**config.mk**
```make
export PLATFORM = sky130hd
export DESIGN_NAME = pmev_regblock
export DESIGN_NICKNAME = d
export VERILOG_FILES = /design/src/rtl/pmev_pkg.sv /design/src/rtl/pmev_decode.sv /design/src/rtl/pmev_timer.sv /design/src/rtl/pmev_evt_regs.sv /design/src/rtl/pmev_regblock.sv
export SDC_FILE = /design/constraint.sdc
export NUM_CORES = 1
export LEC_CHECK = 0
export BUFFER_PORTS_ARGS = -buffer_cell sky130_fd_sc_hd__buf_4
export CAP_MARGIN = 20
export CORE_MARGIN = 2
export CORE_UTILIZATION = 54
export CTS_CLUSTER_DIAMETER = 30
export CTS_CLUSTER_SIZE = 10
export DETAILED_ROUTE_END_ITERATION = 8
export PLACE_DENSITY = 0.86
export SYNTH_ARGS = -nofsm -noshare
export SYNTH_HDL_FRONTEND = slang
export SYNTH_SLANG_ARGS = --single-unit
```
**constraint.sdc**
```tcl
create_clock -name clk -period 4.4 [get_ports clk]
set_input_delay 0.88 -clock clk [delete_from_list [all_inputs] [get_ports clk]]
set_output_delay 0.88 -clock clk [all_outputs]
set_load 0.1 [all_outputs]
```
**src/rtl/pmev_pkg.sv**
```systemverilog
package pmev_pkg;

  localparam int REG_W = 16;

  localparam int STS_TMR    = 0;
  localparam int STS_GLBL   = 5;
  localparam int STS_PWRBTN = 8;
  localparam int STS_RTC    = 10;

  localparam logic [REG_W-1:0] STS_IMPL =
    (REG_W'(1) << STS_TMR) | (REG_W'(1) << STS_GLBL) |
    (REG_W'(1) << STS_PWRBTN) | (REG_W'(1) << STS_RTC);

  localparam logic [REG_W-1:0] SCI_SRC_MASK = STS_IMPL;

  localparam logic [7:0] CMD_SCI_ON  = 8'hF1;
  localparam logic [7:0] CMD_SCI_OFF = 8'hF0;

  localparam int MISC_SMI_BIT = 25;

  typedef enum logic [2:0] {
    SEL_NONE,
    SEL_STS,
    SEL_EN,
    SEL_CTL,
    SEL_TMR
  } reg_sel_e;

  typedef struct packed {
    logic     hit;
    reg_sel_e sel;
    logic     hi_byte;
  } dec_t;

endpackage

```
**src/rtl/pmev_decode.sv**
```systemverilog
module pmev_decode
  import pmev_pkg::*;
#(
  parameter int IO_AW    = 16,
  parameter int WIN_BITS = 6
) (
  input  logic [IO_AW-1:0] addr,
  input  logic [31:0]      base_word,
  input  logic             decode_en,
  output dec_t             dec
);

  localparam int IDX_W = WIN_BITS - 1;
  localparam logic [31:0] BASE_MASK =
    32'((64'd1 << IO_AW) - 64'd1) & ~32'((64'd1 << WIN_BITS) - 64'd1);

  logic [31:0]      base_masked;
  logic [31:0]      addr_ext;
  logic [IDX_W-1:0] idx;

  assign base_masked = base_word & BASE_MASK;
  assign addr_ext    = 32'(addr);
  assign idx         = addr[WIN_BITS-1:1];

  always_comb begin
    dec.hit     = decode_en && (addr_ext[31:WIN_BITS] == base_masked[31:WIN_BITS]);
    dec.hi_byte = addr[0];
    case (idx)
      IDX_W'(0): dec.sel = SEL_STS;
      IDX_W'(1): dec.sel = SEL_EN;
      IDX_W'(2): dec.sel = SEL_CTL;
      IDX_W'(4): dec.sel = SEL_TMR;
      default:   dec.sel = SEL_NONE;
    endcase
  end

endmodule

```
**src/rtl/pmev_timer.sv**
```systemverilog
module pmev_timer #(
  parameter int TMR_W = 24
) (
  input  logic             clk,
  input  logic             rst_n,
  output logic [TMR_W-1:0] count,
  output logic             tick
);

  logic msb_prev;

  always_ff @(posedge clk) begin
    if (!rst_n) begin
      count    <= '0;
      msb_prev <= 1'b0;
    end else begin
      count    <= count + TMR_W'(1);
      msb_prev <= count[TMR_W-1];
    end
  end

  assign tick = count[TMR_W-1] ^ msb_prev;

  AST_TMR_STEP: assert property (@(posedge clk) disable iff (!rst_n)
    1'b1 |=> count == $past(count) + TMR_W'(1));

endmodule

```
**src/rtl/pmev_evt_regs.sv**
```systemverilog
module pmev_evt_regs
  import pmev_pkg::*;
(
  input  logic             clk,
  input  logic             rst_n,
  input  logic [REG_W-1:0] evt_set,
  input  logic             tmr_tick,
  input  logic [REG_W-1:0] wdata,
  input  logic [1:0]       wbe,
  input  logic             wr_sts,
  input  logic             wr_en,
  input  logic             wr_ctl,
  input  logic             cmd_valid,
  input  logic [7:0]       cmd_data,
  input  logic             misc_we,
  input  logic [31:0]      misc_wdata,
  input  logic             strap,
  input  logic             gpe_req,
  output logic [REG_W-1:0] sts_q,
  output logic [REG_W-1:0] en_q,
  output logic [REG_W-1:0] ctl_q,
  output logic [31:0]      misc_q,
  output logic             sci,
  output logic             armed,
  output logic             smi
);

  logic [REG_W-1:0] lane_mask;
  logic [REG_W-1:0] set_vec;
  logic [REG_W-1:0] clr_vec;
  logic [REG_W-1:0] ctl_d;

  assign lane_mask = {{(REG_W/2){wbe[1]}}, {(REG_W/2){wbe[0]}}};
  assign set_vec   = (evt_set | (REG_W'(tmr_tick) << STS_TMR)) & STS_IMPL;
  assign clr_vec   = wr_sts ? (wdata & lane_mask) : '0;

  always_comb begin
    ctl_d = ctl_q;
    if (wr_ctl) ctl_d = (ctl_q & ~lane_mask) | (wdata & lane_mask);
    if (cmd_valid && cmd_data == CMD_SCI_ON)  ctl_d[0] = 1'b1;
    if (cmd_valid && cmd_data == CMD_SCI_OFF) ctl_d[0] = 1'b0;
  end

  always_ff @(posedge clk) begin
    if (!rst_n) begin
      sts_q  <= '0;
      en_q   <= '0;
      ctl_q  <= '0;
      smi    <= 1'b0;
      misc_q <= strap ? (32'd1 << MISC_SMI_BIT) : 32'd0;
    end else begin
      sts_q <= ((sts_q & ~clr_vec) | set_vec) & STS_IMPL;
      if (wr_en) en_q <= (en_q & ~lane_mask) | (wdata & lane_mask);
      ctl_q <= ctl_d;
      smi   <= cmd_valid & misc_q[MISC_SMI_BIT];
      if (misc_we) misc_q <= misc_wdata;
    end
  end

  assign sci   = (|(sts_q & en_q & SCI_SRC_MASK)) | gpe_req;
  assign armed = en_q[STS_TMR] & ~sts_q[STS_TMR];

  AST_CMD_SCI_ON: assert property (@(posedge clk) disable iff (!rst_n)
    cmd_valid && cmd_data == CMD_SCI_ON |=> ctl_q[0]);

  AST_CMD_SCI_OFF: assert property (@(posedge clk) disable iff (!rst_n)
    cmd_valid && cmd_data == CMD_SCI_OFF |=> !ctl_q[0]);

  AST_TICK_SETS_STS: assert property (@(posedge clk) disable iff (!rst_n)
    tmr_tick |=> sts_q[STS_TMR]);

  AST_W1C_CLEARS: assert property (@(posedge clk) disable iff (!rst_n)
    ((clr_vec & ~set_vec & STS_IMPL) != '0) |=>
      ((sts_q & $past(clr_vec & ~set_vec & STS_IMPL)) == '0));

endmodule

```
**src/rtl/pmev_regblock.sv**
```systemverilog
module pmev_regblock
  import pmev_pkg::*;
#(
  parameter int IO_AW    = 16,
  parameter int WIN_BITS = 6,
  parameter int TMR_W    = 24
) (
  input  logic             clk,
  input  logic             rst_n,
  input  logic [31:0]      cfg_io_base,
  input  logic             cfg_io_decode,
  input  logic             cfg_misc_we,
  input  logic [31:0]      cfg_misc_wdata,
  output logic [31:0]      cfg_misc_q,
  input  logic             smi_strap,
  input  logic             io_req_valid,
  output logic             io_req_ready,
  input  logic             io_req_write,
  input  logic             io_req_byte,
  input  logic [IO_AW-1:0] io_req_addr,
  input  logic [REG_W-1:0] io_req_wdata,
  output logic             io_rsp_valid,
  input  logic             io_rsp_ready,
  output logic             io_rsp_hit,
  output logic [31:0]      io_rsp_data,
  input  logic             evt_pwrbtn,
  input  logic             evt_rtc,
  input  logic             evt_glbl,
  input  logic             gpe_req,
  input  logic             apm_cmd_valid,
  input  logic [7:0]       apm_cmd_data,
  output logic             sci_o,
  output logic             smi_o,
  output logic             tmr_armed
);

  dec_t             dec;
  logic [TMR_W-1:0] tmr_count;
  logic             tmr_tick;
  logic [REG_W-1:0] sts_q, en_q, ctl_q;
  logic [REG_W-1:0] evt_vec;
  logic [REG_W-1:0] wdata16;
  logic [1:0]       wbe;
  logic             accept, wr_fire;
  logic [31:0]      tmr32;
  logic [REG_W-1:0] sel_val;
  logic [31:0]      rd_data;

  pmev_decode #(.IO_AW(IO_AW), .WIN_BITS(WIN_BITS)) u_decode (
    .addr      (io_req_addr),
    .base_word (cfg_io_base),
    .decode_en (cfg_io_decode),
    .dec       (dec)
  );

  pmev_timer #(.TMR_W(TMR_W)) u_timer (
    .clk   (clk),
    .rst_n (rst_n),
    .count (tmr_count),
    .tick  (tmr_tick)
  );

  always_comb begin
    evt_vec             = '0;
    evt_vec[STS_PWRBTN] = evt_pwrbtn;
    evt_vec[STS_RTC]    = evt_rtc;
    evt_vec[STS_GLBL]   = evt_glbl;
  end

  assign io_req_ready = !io_rsp_valid;
  assign accept       = io_req_valid && io_req_ready;
  assign wr_fire      = accept && io_req_write && dec.hit;
  assign wdata16      = io_req_byte ? {2{io_req_wdata[7:0]}} : io_req_wdata;
  assign wbe          = io_req_byte ? (dec.hi_byte ? 2'b10 : 2'b01) : 2'b11;

  pmev_evt_regs u_regs (
    .clk        (clk),
    .rst_n      (rst_n),
    .evt_set    (evt_vec),
    .tmr_tick   (tmr_tick),
    .wdata      (wdata16),
    .wbe        (wbe),
    .wr_sts     (wr_fire && dec.sel == SEL_STS),
    .wr_en      (wr_fire && dec.sel == SEL_EN),
    .wr_ctl     (wr_fire && dec.sel == SEL_CTL),
    .cmd_valid  (apm_cmd_valid),
    .cmd_data   (apm_cmd_data),
    .misc_we    (cfg_misc_we),
    .misc_wdata (cfg_misc_wdata),
    .strap      (smi_strap),
    .gpe_req    (gpe_req),
    .sts_q      (sts_q),
    .en_q       (en_q),
    .ctl_q      (ctl_q),
    .misc_q     (cfg_misc_q),
    .sci        (sci_o),
    .armed      (tmr_armed),
    .smi        (smi_o)
  );

  assign tmr32 = 32'(tmr_count);

  always_comb begin
    case (dec.sel)
      SEL_STS: sel_val = sts_q;
      SEL_EN:  sel_val = en_q;
      SEL_CTL: sel_val = ctl_q;
      SEL_TMR: sel_val = tmr32[REG_W-1:0];
      default: sel_val = '0;
    endcase
    if (!dec.hit)
      rd_data = '0;
    else if (io_req_byte)
      rd_data = {24'd0, dec.hi_byte ? sel_val[15:8] : sel_val[7:0]};
    else if (dec.sel == SEL_TMR)
      rd_data = tmr32;
    else
      rd_data = {16'd0, sel_val};
  end

  always_ff @(posedge clk) begin
    if (!rst_n) begin
      io_rsp_valid <= 1'b0;
      io_rsp_hit   <= 1'b0;
      io_rsp_data  <= '0;
    end else if (accept && !io_req_write) begin
      io_rsp_valid <= 1'b1;
      io_rsp_hit   <= dec.hit;
      io_rsp_data  <= rd_data;
    end else if (io_rsp_valid && io_rsp_ready) begin
      io_rsp_valid <= 1'b0;
    end
  end

  AST_RSP_HOLD: assert property (@(posedge clk) disable iff (!rst_n)
    io_rsp_valid && !io_rsp_ready |=>
      io_rsp_valid && $stable(io_rsp_data) && $stable(io_rsp_hit));

  AST_MISS_ZERO: assert property (@(posedge clk) disable iff (!rst_n)
    io_rsp_valid && !io_rsp_hit |-> io_rsp_data == 32'd0);

  AST_SMI_AFTER_CMD: assert property (@(posedge clk) disable iff (!rst_n)
    smi_o |-> $past(apm_cmd_valid));

endmodule

```
==> impl_metrics.ini <==
[outcome]
run_status = finished clean

[synthesis]
number_of_flops_mapped_to_enable_cells_by_yosys = 32
synth_async_sr_flop_share_pct = 0
yosys_warnings = 0
post_synth_inst_count = 520
ys_ff_latch = 120
synth_ff_type = sky130_fd_sc_hd__dfxtp_1
synth.cell_area_um2 = 5460
synth_cell_types = 56
synth-seq-area-share_pct = 49.9
synth.avg_cell_area_um2 = 10.5

[grt]
grt_pass1_vias = 4625
global_route_wire_length_before_repair_mm = 23.1
largest_net_degree_at_the_start_of_global_routing = 69
grt_remaining_overflow = 0
global_route.usage.total_pct = 26.7
antenna_found_initial = 0

[sta]
finalSetupViolations = 0
max_fclk_mhz = 370
tightest_slew_ns = 1.10
timing_max_transition_violations_final = 0
final.setup.worst_slack_ns = 1.70
slew_headroom_pct = 26.3
rsz_0062_raised_after_global_routing = no
fin_skew_ns = 0.00845
hold_viol_final = 0
final.setup.tns_ns = 0
finalCriticalPeriod_ns = 2.70
min_period_over_period_pct = 61.5

[cells_and_area]
stdcell_area_um2 = 7230
num-fill-cells = 678
layout-area-overhead-vs-synth_pct = 32.5
finalNetCount = 790
insertedDiodeCount = 0
post_route_cells_drive_above_1_share_pct = 33.0

[place]
hpwl_mm = 10.2
gp_congestion = 0.859
post_dp_area_um2 = 6660
placement_setup_slack_ns = 1.30
io_buffer_count = 157

[cts]
cts.repair.resized = 0
worstSkewPairLatency_ns = 0.51
tritoncts_clock_tree = built
h_tree_depth = 4
clock-root-buffer = sky130_fd_sc_hd__clkbuf_8
cts.reportedPaths.clkPinSlew_ns = 0.06
postCtsHoldBufs = 0
clock_sinks = 120
cts_buffer_depth = 2
postCtsSetupRepairBufs = 0
tritoncts.num_buffers = 17

[setup_path]
crit_type = in -> reg
cp_depth = 6
startpoint_type = input port
worst_r2r_path_depth = 5
critical_path.cell_chain = buf_4, nor2_1, and3_1, a221oi_1, a2111oi_0, a32o_1
crit_path_max_fanout = 18
r2r_setup_slack_ns = 1.96
worstPathRequired_ns = 4.85
crit_family = compound AO/OA/AOI/OAI gates
timing.critical_path.to_type = flip-flop
cp.arrival_ns = 3.15
timing.critical_path.slowest_stage_cell = sky130_fd_sc_hd__and3_1
r2r-end = u_timer.count[20]
critPathMaxStageDelay_ns = 0.69
cp_num_buf_inv = 1
critical_r2r_launch = u_timer.count[4]

[routing]
drt-total-wl_mm = 14.5
route.top_layer_used = met4
detail_route.first_pass.iterations = 5
via_cell_ratio = 5.69
drc = 0
met2WireLength_mm = 7.02
dr_total_vias = 4647
detail_route.wirelength.met1_mm = 6.20
detailedRoute.firstIterationViolations = 336
detail-route-antenna-nets = 0
wire_per_inst_um = 17.8
met3RoutedLength_mm = 1.00

[power_and_ir_drop]
p_total_mw = 2.97
vdd_drop_max_mv = 0.250
power_density_nw_per_um2 = 411
power.leakage_nw = 3.11

[floorplanning]
placementRows = 36
ios = 188
chipHeight_um = 105
floorplan.die.width_um = 105
core_area_um2 = 9770
area_of_the_die_um2 = 10900
initial_core_util_pct = 55.8

[min_path]
timing.hold.worst_path_depth = 2
holdCritPathClass = reg -> reg

[job]
max-cap-violations = 0
[layout make-up]
cell class	count	area [um^2]	area share [%]
repair buffers	162	1220	16.8
inverters	6	22.5	0.312
multi-input cells	364	2540	35.1
flip-flops and latches	120	2720	37.7
clock buffers	17	414	5.73
well taps	133	166	2.30
clock inverters	15	151	2.09
[routing by layer]
metal  GRT usage [%]  vias to the layer above
li1                -                     2168
met4            10.0                        0
met1            33.8                     2228
met3            5.76                       30
met2            44.9                      221
met5               0                        -
[power breakdown]
part	internal (mW)	switching, mW
combinational	0.132	0.349
clock	0.728	0.579
sequential	1.17	0.0141
[kinds of logic after synthesis]
family | count (synthesis) | share of synthesized area, %
buf+inv | 43 | 4.10
flops | 120 | 49.9
other cells | 1 | 0.0687
compound gates | 85 | 11.1
simple gates | 208 | 23.7
xor+xnor | 30 | 4.82
fa+ha+maj | 1 | 0.229
mux | 32 | 6.08
[tightest hold or removal path, cell delays in order, from the launching register on]
cell and delay [ns]:
sky130_fd_sc_hd__dfxtp_1 0.31, sky130_fd_sc_hd__nand3_2 0.06, sky130_fd_sc_hd__o21ai_2 0.04
[cells in the final DEF, fill, tap and decap left out, types with 10 or more instances in the layout]
cell type / Yosys / final
sky130_fd_sc_hd__and2_1: 52 / 52
sky130_fd_sc_hd__mux2i_1: 23 / 23
sky130_fd_sc_hd__a22o_1: 15 / 15
sky130_fd_sc_hd__clkbuf_16: 0 / 16
sky130_fd_sc_hd__buf_4: 9 / 162
sky130_fd_sc_hd__dfxtp_1: 88 / 88
sky130_fd_sc_hd__edfxtp_1: 32 / 32
sky130_fd_sc_hd__xnor2_1: 20 / 20
sky130_fd_sc_hd__a221oi_1: 11 / 11
sky130_fd_sc_hd__xor2_1: 10 / 10
sky130_fd_sc_hd__nand2_1: 44 / 44
sky130_fd_sc_hd__o21ai_0: 23 / 23
sky130_fd_sc_hd__nand3_1: 19 / 19
sky130_fd_sc_hd__nor2b_1: 27 / 27
[cell usage after synthesis (all sizes together), types with 5 or more instances]
cell	instances	area (um^2)
nand4	11	111
edfxtp	32	961
nor2	8	30.0
and3	9	56.3
nor4	6	88.8
and2	52	325
mux2i	23	230
buf	18	130
mux2	9	101
nand2	44	165
nand3	24	145
clkbuf	19	71.3
a221oi	11	96.3
nor3	8	56.3
dfxtp	88	1760
xor2	10	87.6
o21ai	36	206
xnor2	20	175
a21oi	5	25.0
a22o	15	131
nor2b	27	169
inv	6	22.5
[per-stage QoR]
stage                     hold slack (ns)  cells  util, %
after global placement              0.439    785     68.2
after floorplan                     0.434    527        -
after CTS                           0.456    817     74.0
after global routing                0.470    817     74.0
final                               0.454    817     74.0
after detailed placement            0.448    785     68.2
[worst max path at each step]
stage	from	endpoint	slack, ns
2_1_floorplan	flip-flop	tmr_armed	1.82
3_3_place_gp	io_req_addr[4]	flip-flop	1.37
3_5_place_dp	io_req_addr[4]	flip-flop	1.30
4_1_cts	io_req_addr[1]	io_rsp_data[0]	1.77
5_1_grt	io_req_addr[1]	io_rsp_data[0]	1.46
6_report	io_req_addr[1]	io_rsp_data[0]	1.70
(Power assumes the default switching activity.)
